--- src/rtl/tbl_call_pkg.sv ---
package tbl_call_pkg;

  typedef enum logic [1:0] {
    OP_CALL = 2'b00,
    OP_RET  = 2'b01,
    OP_LDSR = 2'b10,
    OP_STSR = 2'b11
  } op_e;

  typedef enum logic [1:0] {
    ST_IDLE = 2'b00,
    ST_REQ  = 2'b01,
    ST_WAIT = 2'b10
  } st_e;

endpackage

--- src/rtl/tbl_call_sregs.sv ---
module tbl_call_sregs #(
  parameter int XLEN        = 32,
  parameter int NREG        = 32,
  parameter int IW          = 5,
  parameter int IDX_STATUS  = 5,
  parameter int IDX_SAVE_PC = 16,
  parameter int IDX_SAVE_ST = 17,
  parameter int IDX_TBASE   = 20,
  parameter logic [XLEN-1:0] STATUS_MASK = 32'h0000_00FF
) (
  input  logic            clk,
  input  logic            rst_n,
  input  logic            wr_en,
  input  logic [IW-1:0]   wr_idx,
  input  logic [XLEN-1:0] wr_data,
  input  logic            save_en,
  input  logic [XLEN-1:0] save_pc,
  input  logic            st_load_en,
  input  logic [XLEN-1:0] st_load_data,
  input  logic [IW-1:0]   rd_idx,
  output logic [XLEN-1:0] rd_data,
  output logic [XLEN-1:0] status,
  output logic [XLEN-1:0] tbase,
  output logic [XLEN-1:0] save_pc_q,
  output logic [XLEN-1:0] save_st_q
);

  logic [NREG-1:0][XLEN-1:0] bank;

  for (genvar g = 0; g < NREG; g++) begin : g_reg
    logic [XLEN-1:0] q;
    logic [XLEN-1:0] d;
    logic            en;

    always_comb begin
      d  = q;
      en = 1'b0;
      if (wr_en && (wr_idx == IW'(g))) begin
        en = 1'b1;
        if (g == IDX_STATUS) d = wr_data & STATUS_MASK;
        else                 d = wr_data;
      end
      if (g == IDX_SAVE_PC && save_en) begin
        en = 1'b1;
        d  = save_pc;
      end
      if (g == IDX_SAVE_ST && save_en) begin
        en = 1'b1;
        d  = bank[IDX_STATUS];
      end
      if (g == IDX_STATUS && st_load_en) begin
        en = 1'b1;
        d  = st_load_data & STATUS_MASK;
      end
    end

    always_ff @(posedge clk or negedge rst_n) begin
      if (!rst_n)  q <= '0;
      else if (en) q <= d;
    end

    assign bank[g] = q;
  end

  assign rd_data   = bank[rd_idx];
  assign status    = bank[IDX_STATUS];
  assign tbase     = bank[IDX_TBASE];
  assign save_pc_q = bank[IDX_SAVE_PC];
  assign save_st_q = bank[IDX_SAVE_ST];

endmodule

--- src/rtl/tbl_call_tgt.sv ---
module tbl_call_tgt #(
  parameter int XLEN = 32,
  parameter int IMMW = 6,
  parameter int EW   = 16
) (
  input  logic [XLEN-1:0] tbase,
  input  logic [IMMW-1:0] imm,
  input  logic [XLEN-1:0] base_held,
  input  logic [EW-1:0]   entry,
  output logic [XLEN-1:0] base_al,
  output logic [XLEN-1:0] entry_addr,
  output logic [XLEN-1:0] target
);

  localparam logic [XLEN-1:0] LSB_CLR = ~XLEN'(1);

  logic [XLEN-1:0] scaled_idx;
  logic [XLEN-1:0] entry_al;

  assign base_al    = tbase & LSB_CLR;
  assign scaled_idx = {{(XLEN-IMMW-1){1'b0}}, imm, 1'b0};
  assign entry_addr = base_al + scaled_idx;
  assign entry_al   = {{(XLEN-EW){1'b0}}, entry} & LSB_CLR;
  assign target     = base_held + entry_al;

endmodule

--- src/rtl/tbl_call_ctl.sv ---
module tbl_call_ctl
  import tbl_call_pkg::*;
#(
  parameter int XLEN = 32,
  parameter int IMMW = 6,
  parameter int EW   = 16,
  parameter int IW   = 5,
  parameter int GW   = 5
) (
  input  logic            clk,
  input  logic            rst_n,
  input  logic            op_valid,
  output logic            op_ready,
  input  logic [1:0]      op_code,
  input  logic [XLEN-1:0] op_pc,
  input  logic [IMMW-1:0] op_imm,
  input  logic [IW-1:0]   op_sidx,
  input  logic [GW-1:0]   op_gidx,
  input  logic [XLEN-1:0] op_gdata,
  output logic            mem_req_valid,
  input  logic            mem_req_ready,
  output logic [XLEN-1:0] mem_req_addr,
  input  logic            mem_rsp_valid,
  input  logic [EW-1:0]   mem_rsp_data,
  output logic            gpr_we,
  output logic [GW-1:0]   gpr_waddr,
  output logic [XLEN-1:0] gpr_wdata,
  output logic            next_pc_valid,
  output logic [XLEN-1:0] next_pc,
  output logic            done,
  output logic            sr_wr_en,
  output logic [IW-1:0]   sr_wr_idx,
  output logic [XLEN-1:0] sr_wr_data,
  output logic            sr_save_en,
  output logic [XLEN-1:0] sr_save_pc,
  output logic            sr_st_load_en,
  output logic [XLEN-1:0] sr_st_load_data,
  output logic [IW-1:0]   sr_rd_idx,
  input  logic [XLEN-1:0] sr_rd_data,
  input  logic [XLEN-1:0] sr_tbase,
  input  logic [XLEN-1:0] sr_save_pc_q,
  input  logic [XLEN-1:0] sr_save_st_q
);

  localparam logic [XLEN-1:0] LSB_CLR  = ~XLEN'(1);
  localparam logic [XLEN-1:0] PC_STEP  = XLEN'(2);

  st_e             state_q, state_d;
  logic            done_q, done_d;
  logic            npcv_q, npcv_d;
  logic            gwe_q, gwe_d;
  logic [XLEN-1:0] npc_q, npc_d;
  logic [GW-1:0]   gaddr_q, gaddr_d;
  logic [XLEN-1:0] gdata_q, gdata_d;
  logic [XLEN-1:0] addr_q, base_q;
  logic            ld_req, ld_npc, ld_gpr;
  logic            accept;
  op_e             op;

  logic [XLEN-1:0] base_al, entry_addr, target;

  tbl_call_tgt #(.XLEN(XLEN), .IMMW(IMMW), .EW(EW)) u_tgt (
    .tbase      (sr_tbase),
    .imm        (op_imm),
    .base_held  (base_q),
    .entry      (mem_rsp_data),
    .base_al    (base_al),
    .entry_addr (entry_addr),
    .target     (target)
  );

  assign op       = op_e'(op_code);
  assign op_ready = (state_q == ST_IDLE) && !done_q;
  assign accept   = op_valid && op_ready;

  // System register bank controls, all taken at the accepting edge
  assign sr_wr_en        = accept && (op == OP_LDSR);
  assign sr_wr_idx       = op_sidx;
  assign sr_wr_data      = op_gdata;
  assign sr_save_en      = accept && (op == OP_CALL);
  assign sr_save_pc      = op_pc + PC_STEP;
  assign sr_st_load_en   = accept && (op == OP_RET);
  assign sr_st_load_data = sr_save_st_q;
  assign sr_rd_idx       = op_sidx;

  // Next-state logic
  always_comb begin
    state_d = state_q;
    done_d  = 1'b0;
    npcv_d  = 1'b0;
    gwe_d   = 1'b0;
    npc_d   = npc_q;
    gaddr_d = gaddr_q;
    gdata_d = gdata_q;
    ld_req  = 1'b0;
    ld_npc  = 1'b0;
    ld_gpr  = 1'b0;
    unique case (state_q)
      ST_IDLE: begin
        if (accept) begin
          unique case (op)
            OP_CALL: begin
              state_d = ST_REQ;
              ld_req  = 1'b1;
            end
            OP_RET: begin
              done_d = 1'b1;
              npcv_d = 1'b1;
              ld_npc = 1'b1;
              npc_d  = sr_save_pc_q & LSB_CLR;
            end
            OP_LDSR: begin
              done_d = 1'b1;
            end
            OP_STSR: begin
              done_d  = 1'b1;
              gwe_d   = 1'b1;
              ld_gpr  = 1'b1;
              gaddr_d = op_gidx;
              gdata_d = sr_rd_data;
            end
            default: ;
          endcase
        end
      end
      ST_REQ: begin
        if (mem_req_ready) state_d = ST_WAIT;
      end
      ST_WAIT: begin
        if (mem_rsp_valid) begin
          state_d = ST_IDLE;
          done_d  = 1'b1;
          npcv_d  = 1'b1;
          ld_npc  = 1'b1;
          npc_d   = target;
        end
      end
      default: state_d = ST_IDLE;
    endcase
  end

  // Control registers
  always_ff @(posedge clk or negedge rst_n) begin
    if (!rst_n) begin
      state_q <= ST_IDLE;
      done_q  <= 1'b0;
      npcv_q  <= 1'b0;
      gwe_q   <= 1'b0;
    end else begin
      state_q <= state_d;
      done_q  <= done_d;
      npcv_q  <= npcv_d;
      gwe_q   <= gwe_d;
    end
  end

  // Data registers with explicit enables
  always_ff @(posedge clk or negedge rst_n) begin
    if (!rst_n) begin
      addr_q  <= '0;
      base_q  <= '0;
      npc_q   <= '0;
      gaddr_q <= '0;
      gdata_q <= '0;
    end else begin
      if (ld_req) begin
        addr_q <= entry_addr;
        base_q <= base_al;
      end
      if (ld_npc) npc_q <= npc_d;
      if (ld_gpr) begin
        gaddr_q <= gaddr_d;
        gdata_q <= gdata_d;
      end
    end
  end

  assign mem_req_valid = (state_q == ST_REQ);
  assign mem_req_addr  = addr_q;
  assign gpr_we        = gwe_q;
  assign gpr_waddr     = gaddr_q;
  assign gpr_wdata     = gdata_q;
  assign next_pc_valid = npcv_q;
  assign next_pc       = npc_q;
  assign done          = done_q;

endmodule

--- src/rtl/tbl_call_unit.sv ---
module tbl_call_unit #(
  parameter int XLEN        = 32,
  parameter int IMMW        = 6,
  parameter int EW          = 16,
  parameter int NREG        = 32,
  parameter int GW          = 5,
  parameter int IDX_STATUS  = 5,
  parameter int IDX_SAVE_PC = 16,
  parameter int IDX_SAVE_ST = 17,
  parameter int IDX_TBASE   = 20,
  parameter logic [XLEN-1:0] STATUS_MASK = 32'h0000_00FF,
  localparam int IW = $clog2(NREG)
) (
  input  logic            clk,
  input  logic            rst_n,
  input  logic            op_valid,
  output logic            op_ready,
  input  logic [1:0]      op_code,
  input  logic [XLEN-1:0] op_pc,
  input  logic [IMMW-1:0] op_imm,
  input  logic [IW-1:0]   op_sidx,
  input  logic [GW-1:0]   op_gidx,
  input  logic [XLEN-1:0] op_gdata,
  output logic            mem_req_valid,
  input  logic            mem_req_ready,
  output logic [XLEN-1:0] mem_req_addr,
  input  logic            mem_rsp_valid,
  input  logic [EW-1:0]   mem_rsp_data,
  output logic            gpr_we,
  output logic [GW-1:0]   gpr_waddr,
  output logic [XLEN-1:0] gpr_wdata,
  output logic            next_pc_valid,
  output logic [XLEN-1:0] next_pc,
  output logic            done,
  output logic [XLEN-1:0] status_word
);

  logic            sr_wr_en, sr_save_en, sr_st_load_en;
  logic [IW-1:0]   sr_wr_idx, sr_rd_idx;
  logic [XLEN-1:0] sr_wr_data, sr_save_pc, sr_st_load_data, sr_rd_data;
  logic [XLEN-1:0] sr_tbase, sr_save_pc_q, sr_save_st_q;

  tbl_call_sregs #(
    .XLEN(XLEN), .NREG(NREG), .IW(IW),
    .IDX_STATUS(IDX_STATUS), .IDX_SAVE_PC(IDX_SAVE_PC),
    .IDX_SAVE_ST(IDX_SAVE_ST), .IDX_TBASE(IDX_TBASE),
    .STATUS_MASK(STATUS_MASK)
  ) u_sregs (
    .clk          (clk),
    .rst_n        (rst_n),
    .wr_en        (sr_wr_en),
    .wr_idx       (sr_wr_idx),
    .wr_data      (sr_wr_data),
    .save_en      (sr_save_en),
    .save_pc      (sr_save_pc),
    .st_load_en   (sr_st_load_en),
    .st_load_data (sr_st_load_data),
    .rd_idx       (sr_rd_idx),
    .rd_data      (sr_rd_data),
    .status       (status_word),
    .tbase        (sr_tbase),
    .save_pc_q    (sr_save_pc_q),
    .save_st_q    (sr_save_st_q)
  );

  tbl_call_ctl #(
    .XLEN(XLEN), .IMMW(IMMW), .EW(EW), .IW(IW), .GW(GW)
  ) u_ctl (
    .clk             (clk),
    .rst_n           (rst_n),
    .op_valid        (op_valid),
    .op_ready        (op_ready),
    .op_code         (op_code),
    .op_pc           (op_pc),
    .op_imm          (op_imm),
    .op_sidx         (op_sidx),
    .op_gidx         (op_gidx),
    .op_gdata        (op_gdata),
    .mem_req_valid   (mem_req_valid),
    .mem_req_ready   (mem_req_ready),
    .mem_req_addr    (mem_req_addr),
    .mem_rsp_valid   (mem_rsp_valid),
    .mem_rsp_data    (mem_rsp_data),
    .gpr_we          (gpr_we),
    .gpr_waddr       (gpr_waddr),
    .gpr_wdata       (gpr_wdata),
    .next_pc_valid   (next_pc_valid),
    .next_pc         (next_pc),
    .done            (done),
    .sr_wr_en        (sr_wr_en),
    .sr_wr_idx       (sr_wr_idx),
    .sr_wr_data      (sr_wr_data),
    .sr_save_en      (sr_save_en),
    .sr_save_pc      (sr_save_pc),
    .sr_st_load_en   (sr_st_load_en),
    .sr_st_load_data (sr_st_load_data),
    .sr_rd_idx       (sr_rd_idx),
    .sr_rd_data      (sr_rd_data),
    .sr_tbase        (sr_tbase),
    .sr_save_pc_q    (sr_save_pc_q),
    .sr_save_st_q    (sr_save_st_q)
  );

endmodule

--- config.mk ---
export PLATFORM = sky130hd
export DESIGN_NAME = tbl_call_unit
export DESIGN_NICKNAME = d
export VERILOG_FILES = /design/src/rtl/tbl_call_pkg.sv /design/src/rtl/tbl_call_sregs.sv /design/src/rtl/tbl_call_tgt.sv /design/src/rtl/tbl_call_ctl.sv /design/src/rtl/tbl_call_unit.sv
export SDC_FILE = /design/constraint.sdc
export NUM_CORES = 2
export LEC_CHECK = 0
export ABC_AREA = 1
export BUFFER_PORTS_ARGS = -buffer_cell sky130_fd_sc_hd__buf_2
export CAP_MARGIN = 20
export CORE_ASPECT_RATIO = 0.5
export CORE_UTILIZATION = 65
export CTS_CLUSTER_SIZE = 24
export DETAILED_ROUTE_END_ITERATION = 16
export PLACE_DENSITY_LB_ADDON = 0.08
export SLEW_MARGIN = 20
export SYNTH_ARGS = -nofsm -noshare
export SYNTH_HDL_FRONTEND = slang
export SYNTH_SLANG_ARGS = --single-unit
--- constraint.sdc ---
create_clock -name clk -period 6.2 [get_ports clk]
set_input_delay 1.55 -clock clk [delete_from_list [all_inputs] [get_ports clk]]
set_output_delay 1.55 -clock clk [all_outputs]
set_load 0.05 [all_outputs]
Word-level counts from Yosys, hierarchy flattened. Cells that the tools add are included. Widths: inputs -> output; s select.

Add/sub/neg operators: 3. Multipliers: 0. Divide/modulo/power cells: 0. $lt $le $gt $ge: 1. Eq/ne operators: 41. Shift operators: 0. Muxes and demuxes: 65. Bitwise gates (word level): 0. Reduce and logical (&&, ||, !) cells: 81.

Operators with widths (number): $mux 32 (10); $bmux 32 s5 (1); $eq 5x5->1 const B (16); $pmux 32 s2 (1); $reduce_and 2->1 (32); $mux 1 (46); $eq 5x4->1 const B (8); $logic_and 1x1->1 (37); $add 32x16->32 (1); $add 32x2->32 const B (1); $add 32x7->32 (1); $eq 5x3->1 const B (4); $eq 5x2->1 const B (2); $mux 2 (4); $reduce_and 4->1 (2); $reduce_bool 2->1 (4); $eq 2x2->1 const B (3); $lt 5x6->1 const B (1); $ne 2x2->1 const B (3); $pmux 2 s3 (1); $eq 5x1->1 const B (1); $logic_not 5->1 (1); $reduce_and 5->1 (1); $eq 2x1->1 const B (2); 5 further kinds (8).

Flip-flop bits (word level): 1161. Bits in latches: 0. Bits in writable memories: 0. ROM bits: 0. Memories: 0.

Logic depth before layout (Yosys ltp).
Depth in word-level cells: 8. Gate-level depth with buffers: 15. Mapped depth without buffers: 15.

Hierarchy. Synthesis repeated with hierarchy kept, for this count alone.

Cells, all modules: 8167. Area, all modules: 59387.0 µm².

Modules (own cells, without submodules): tbl_call_sregs (instances 1, cells an instance 6648, area each 49462.4 µm²); tbl_call_ctl (instances 1, cells an instance 972, area each 7113.1 µm²); tbl_call_tgt (instances 1, cells an instance 547, area each 2811.4 µm²).

Worst setup path after synthesis. Ideal clock, no wire load.

Path type: input to register. From: in op_imm[0]. To: reg u_ctl.addr_q[27], in the netlist u_ctl.mem_req_addr[27]. Arrival: 3.081 ns. Data required time: 6.082 ns. Slack: 3.001 ns. Stages: 12. Buffers on the path: 0. Cells stage by stage: ha_1 > fa_1 > nand3_1 > nand2_1 > a21oi_1 > nor2_1 > nand2_1 > inv_1 > nand3_1 > nand2_1 > nand2_1 > nand2_1.

Cells in the longest elaborated chain, start to end: 1.

RTL lines: from (decl) (RTL line tbl_call_unit.sv:20) `input logic [IMMW-1:0] op_imm,`; $add 32x7->32 (RTL line tbl_call_tgt.sv:22) `assign entry_addr = base_al + scaled_idx;`; to (signal assigned) (RTL line tbl_call_ctl.sv:167) `addr_q <= entry_addr;`; to (decl) (RTL line tbl_call_ctl.sv:55) `logic [XLEN-1:0] addr_q, base_q;`.

Every way passes these cells. A chain may end at the register's enable or synchronous reset.

Worst setup path in the final report.
From: in op_sidx[3]. To: reg u_ctl.gdata_q[28], in the netlist u_ctl.gpr_wdata[28].

Cells in the longest elaborated chain, start to end: 2.

RTL lines: from (decl) (RTL line tbl_call_unit.sv:21) `input logic [IW-1:0] op_sidx,`; $bmux 32 s5 (RTL line tbl_call_sregs.sv:65) `assign rd_data = bank[rd_idx];`; $mux 32 (not written as such) (RTL line tbl_call_sregs.sv:65); to (signal assigned) (RTL line tbl_call_ctl.sv:173) `gdata_q <= gdata_d;`; to (decl) (RTL line tbl_call_ctl.sv:54) `logic [XLEN-1:0] gdata_q, gdata_d;`.

Every way passes these cells. The select of a mux whose other input is x is not followed.

==> impl_metrics.env <==
export IMPL_status="complete, no violations"
export IMPL_finalCritPeriodShare_pct=59.7
export IMPL_tightest_slew_ns=1.16
export IMPL_wire_per_inst_um=22.7
export IMPL_post_synth_top_count_cell="nand2_1"
export IMPL_h_tree_depth=3
export IMPL_r2r_slack_ns=3.06
export IMPL_layout_nets=6218
export IMPL_synth_warnings=0
export IMPL_clockBufferDepth=3
export IMPL_synthTopCellsByArea="dfrtp_1 (55%), nand2_1 (15%), a22oi_1 (5.9%), o21ai_0 (5.1%), o21ai_1 (4.7%)"
export IMPL_met1_usage_pct=60.1
export IMPL_synthCells=6155
export IMPL_cts_resized_gates=0
export IMPL_hold_end="u_sregs.save_st_q[31]"
export IMPL_crit_arrival_ns=4.34
export IMPL_cts_tree="yes"
export IMPL_yosys_top_cells_count="nand2_1 (2133), dfrtp_1 (1135), o21ai_0 (528)"
export IMPL_rsz0062_at_grt="no"
export IMPL_drtAntennaViolNets=0
export IMPL_grt_pass1_vias=43500
export IMPL_cp_start_kind="input pin"
export IMPL_die_w_um=401
export IMPL_std_cell_rows=72
export IMPL_drc=0
export IMPL_p_int_mw=12.8
export IMPL_slew_headroom_pct=22.4
export IMPL_reg2reg_depth=8
export IMPL_ir_worst_vdd_mv=0.220
export IMPL_die_h_um=201
export IMPL_drt_initial_drc_count=6054
export IMPL_area_growth_pct=9.52
export IMPL_crit_slowest_cell="buf_4"
export IMPL_seqPwrFrac_pct=47.6
export IMPL_min_delay_path_class="flip-flop to flip-flop"
export IMPL_cts_hold_buf=0
export IMPL_port_buffers=213
export IMPL_p_per_area_nw_per_um2=331
export IMPL_worstPathMaxFanout=54
export IMPL_syn_area_sq_um=51700
export IMPL_dpl_hpwl_um=99600
export IMPL_cts_made_buffers=97
export IMPL_critical_path_max_stage_delay_ns=0.83
export IMPL_yosys_area_top_type="dfrtp_1"
export IMPL_place_congestion=1.00
export IMPL_fin_setup_tns_ns=0
export IMPL_synth_seq_cells=1135
export IMPL_clockRootBuffer="clkbuf_16"
export IMPL_crit_cells=11
export IMPL_r2r_start="u_ctl.done"
export IMPL_clk_latency_ns=0.70
export IMPL_criticalPathCategory="input pin to flip-flop"
export IMPL_hold_depth=2
export IMPL_r2r_end="u_sregs.save_pc_q[25]"
export IMPL_synth_edf_count=0
export IMPL_seq_area_frac_synth_pct=55.0
export IMPL_grt_usage_pct=41.0
export IMPL_vias=45700
export IMPL_grt_max_degree=131
export IMPL_fmax_ghz=0.270
export IMPL_post_cts_buffers=0
export IMPL_drive_gt1_share_pct=8.70
export IMPL_period_needed_ns=3.70
export IMPL_synth_ff_type="dfrtp_1"
export IMPL_combPwrFrac_pct=17.7
export IMPL_overflow=0
export IMPL_timing_final_hold_violations=0
export IMPL_clk_pin_slew_worst_paths_ns=0.06
export IMPL_use_met2_pct=58.6
export IMPL_cap_violations=0
export IMPL_busiest_layer="met1"
export IMPL_ys_types=45
export IMPL_end_kind="flip-flop"
export IMPL_cp_top_family="simple AND/OR/NAND/NOR gates"
export IMPL_power_frac_clock_pct=34.7
export IMPL_fin_worst_skew_ns=0.0280
export IMPL_synthesis_area_per_instance_sq_um=8.39
export IMPL_firstDrtPassIters=7
export IMPL_hold_ws_ns=0.475
export IMPL_leakage_nw=27.2
export IMPL_p_sw_mw=5.96
export IMPL_grt_pass1_wl_um=254000
export IMPL_crit_top_cell="nand2_1"
export IMPL_core_area_sq_um=77900
export IMPL_slew_viol_final=0
export IMPL_fin_util_pct=72.6
export IMPL_ios=241
export IMPL_synthArstFlopShare_pct=100
export IMPL_die_area_sq_um=80700
export IMPL_via_per_inst=6.33
export IMPL_setup_viol=0
export IMPL_synth_top_area_share_pct=55.0
export IMPL_path_buf_inv=4
export IMPL_routed_wirelength_um=164000
export IMPL_cp_required_ns=6.83
export IMPL_swShare_pct=31.8
export IMPL_path_cells="buf_2 > inv_1 > nand2_1 > inv_2 > buf_4 > nand2_1 > nand2_1 > nor2_1 > nand2_1 > nand3_1 > nand2_1"
export IMPL_grtUsageMet3_pct=12.6
export IMPL_worstHoldStart="u_sregs.save_st_q[31]"
export IMPL_cts_sinks=1135
export IMPL_start_util_pct=66.3
export IMPL_antenna_found_initial=5
## final cells by class
cell class | count | area, sq um
Fill cell | 5837 | 21400
Inverter | 204 | 779
Sequential cell | 1135 | 28400
Clock inverter | 34 | 458
Tap cell | 1036 | 1300
Clock buffer | 144 | 2910
Multi-Input combinational cell | 4348 | 20600
Timing Repair Buffer | 305 | 2080
Antenna cell | 6 | 15.0
## through the flow
stage,instances,setup slack (ns),power (mW),instance area [sq um]
2_1_floorplan,6180,3.00,11.1,51700
3_3_place_gp,7021,1.92,12.1,53000
3_5_place_dp,7022,1.92,12.3,53000
4_1_cts,7200,2.65,18.7,56400
5_1_grt,7208,2.41,19.4,56600
6_report,7212,2.50,18.7,56600
## layer usage
| metal | vias to the layer above | share of wire [%] |
|---|---|---|
| met5 | - | 0.0079 |
| met4 | 2 | 2.8 |
| met3 | 329 | 14 |
| met2 | 2775 | 42 |
| met1 | 22200 | 41 |
| li1 | 20300 | - |
## registers in the layout, summed over array words and instances (netlist names), 5 cells and up
signal and count:
u_ctl.base_q 31, u_ctl.gpr_waddr 5, u_ctl.gpr_wdata 32, u_ctl.mem_req_addr 31
u_ctl.next_pc 31, u_sregs.g.q 896, u_sregs.save_pc_q 32, u_sregs.save_st_q 32
u_sregs.status 8, u_sregs.tbase 32
## worst max-delay path by stage
stage / startpoint / to / slack, ns
3_3_place_gp: op_valid / u_sregs.tbase[4] / 1.92
3_5_place_dp: op_sidx[3] / u_ctl.gpr_wdata[28] / 1.92
5_1_grt: op_sidx[1] / u_ctl.gpr_wdata[24] / 2.41
6_report: op_sidx[3] / u_ctl.gpr_wdata[28] / 2.50
2_1_floorplan: op_imm[0] / u_ctl.mem_req_addr[27] / 3.00
4_1_cts: op_sidx[1] / u_ctl.gpr_wdata[24] / 2.65
## power groups by stage
stage	logic (mW)	registers, mW	clock network (mW)
floorplan	1.45	9.60	0
global placement	3.17	8.97	0
detailed placement	3.25	9.01	0
CTS	3.27	8.88	6.52
global route	3.60	9.00	6.83
finish	3.31	8.92	6.51
## placed cells by master, fill, tap and decap left out, drive strengths merged, types with 3 or more instances in the layout
cell type     n
a21boi        9
nand3b        5
clkbuf      144
nand3       169
a211oi        3
o21ai      1015
nor4          4
nor3b         3
nand4        57
a31oi        24
nand2      2153
nor3         38
a21o         13
diode         6
inv         198
a21oi       116
ha           22
o21a          3
bufinv       10
clkinv       27
xor2         27
a22o          3
dfrtp      1135
buf         305
a22oi       405
conb         26
nor2        208
clkinvlp      3
o211ai       23
xnor2        11
## kinds of logic (layout without fill, tap and decap cells)
family	after synthesis	in the layout	share of synthesized area [%]
xor+xnor	38	38	0.644
fa+ha+maj	24	24	0.610
other cells	1	32	0.00726
simple gates	2640	2640	20.2
buf+inv	697	687	5.49
compound gates	1620	1620	18.0
flops	1135	1135	55.0
## worst register-to-register path, cell delays in order (launching register included)
cell and delay (ns):
dfrtp_1 0.48, nor3_2 0.58, nand4_1 0.37, inv_2 0.28
nand2_2 0.23, nand2_1 0.29, inv_2 0.34, a22oi_1 0.36
nand2_1 0.08
No activity file was read; power rests on OpenSTA's default activity.
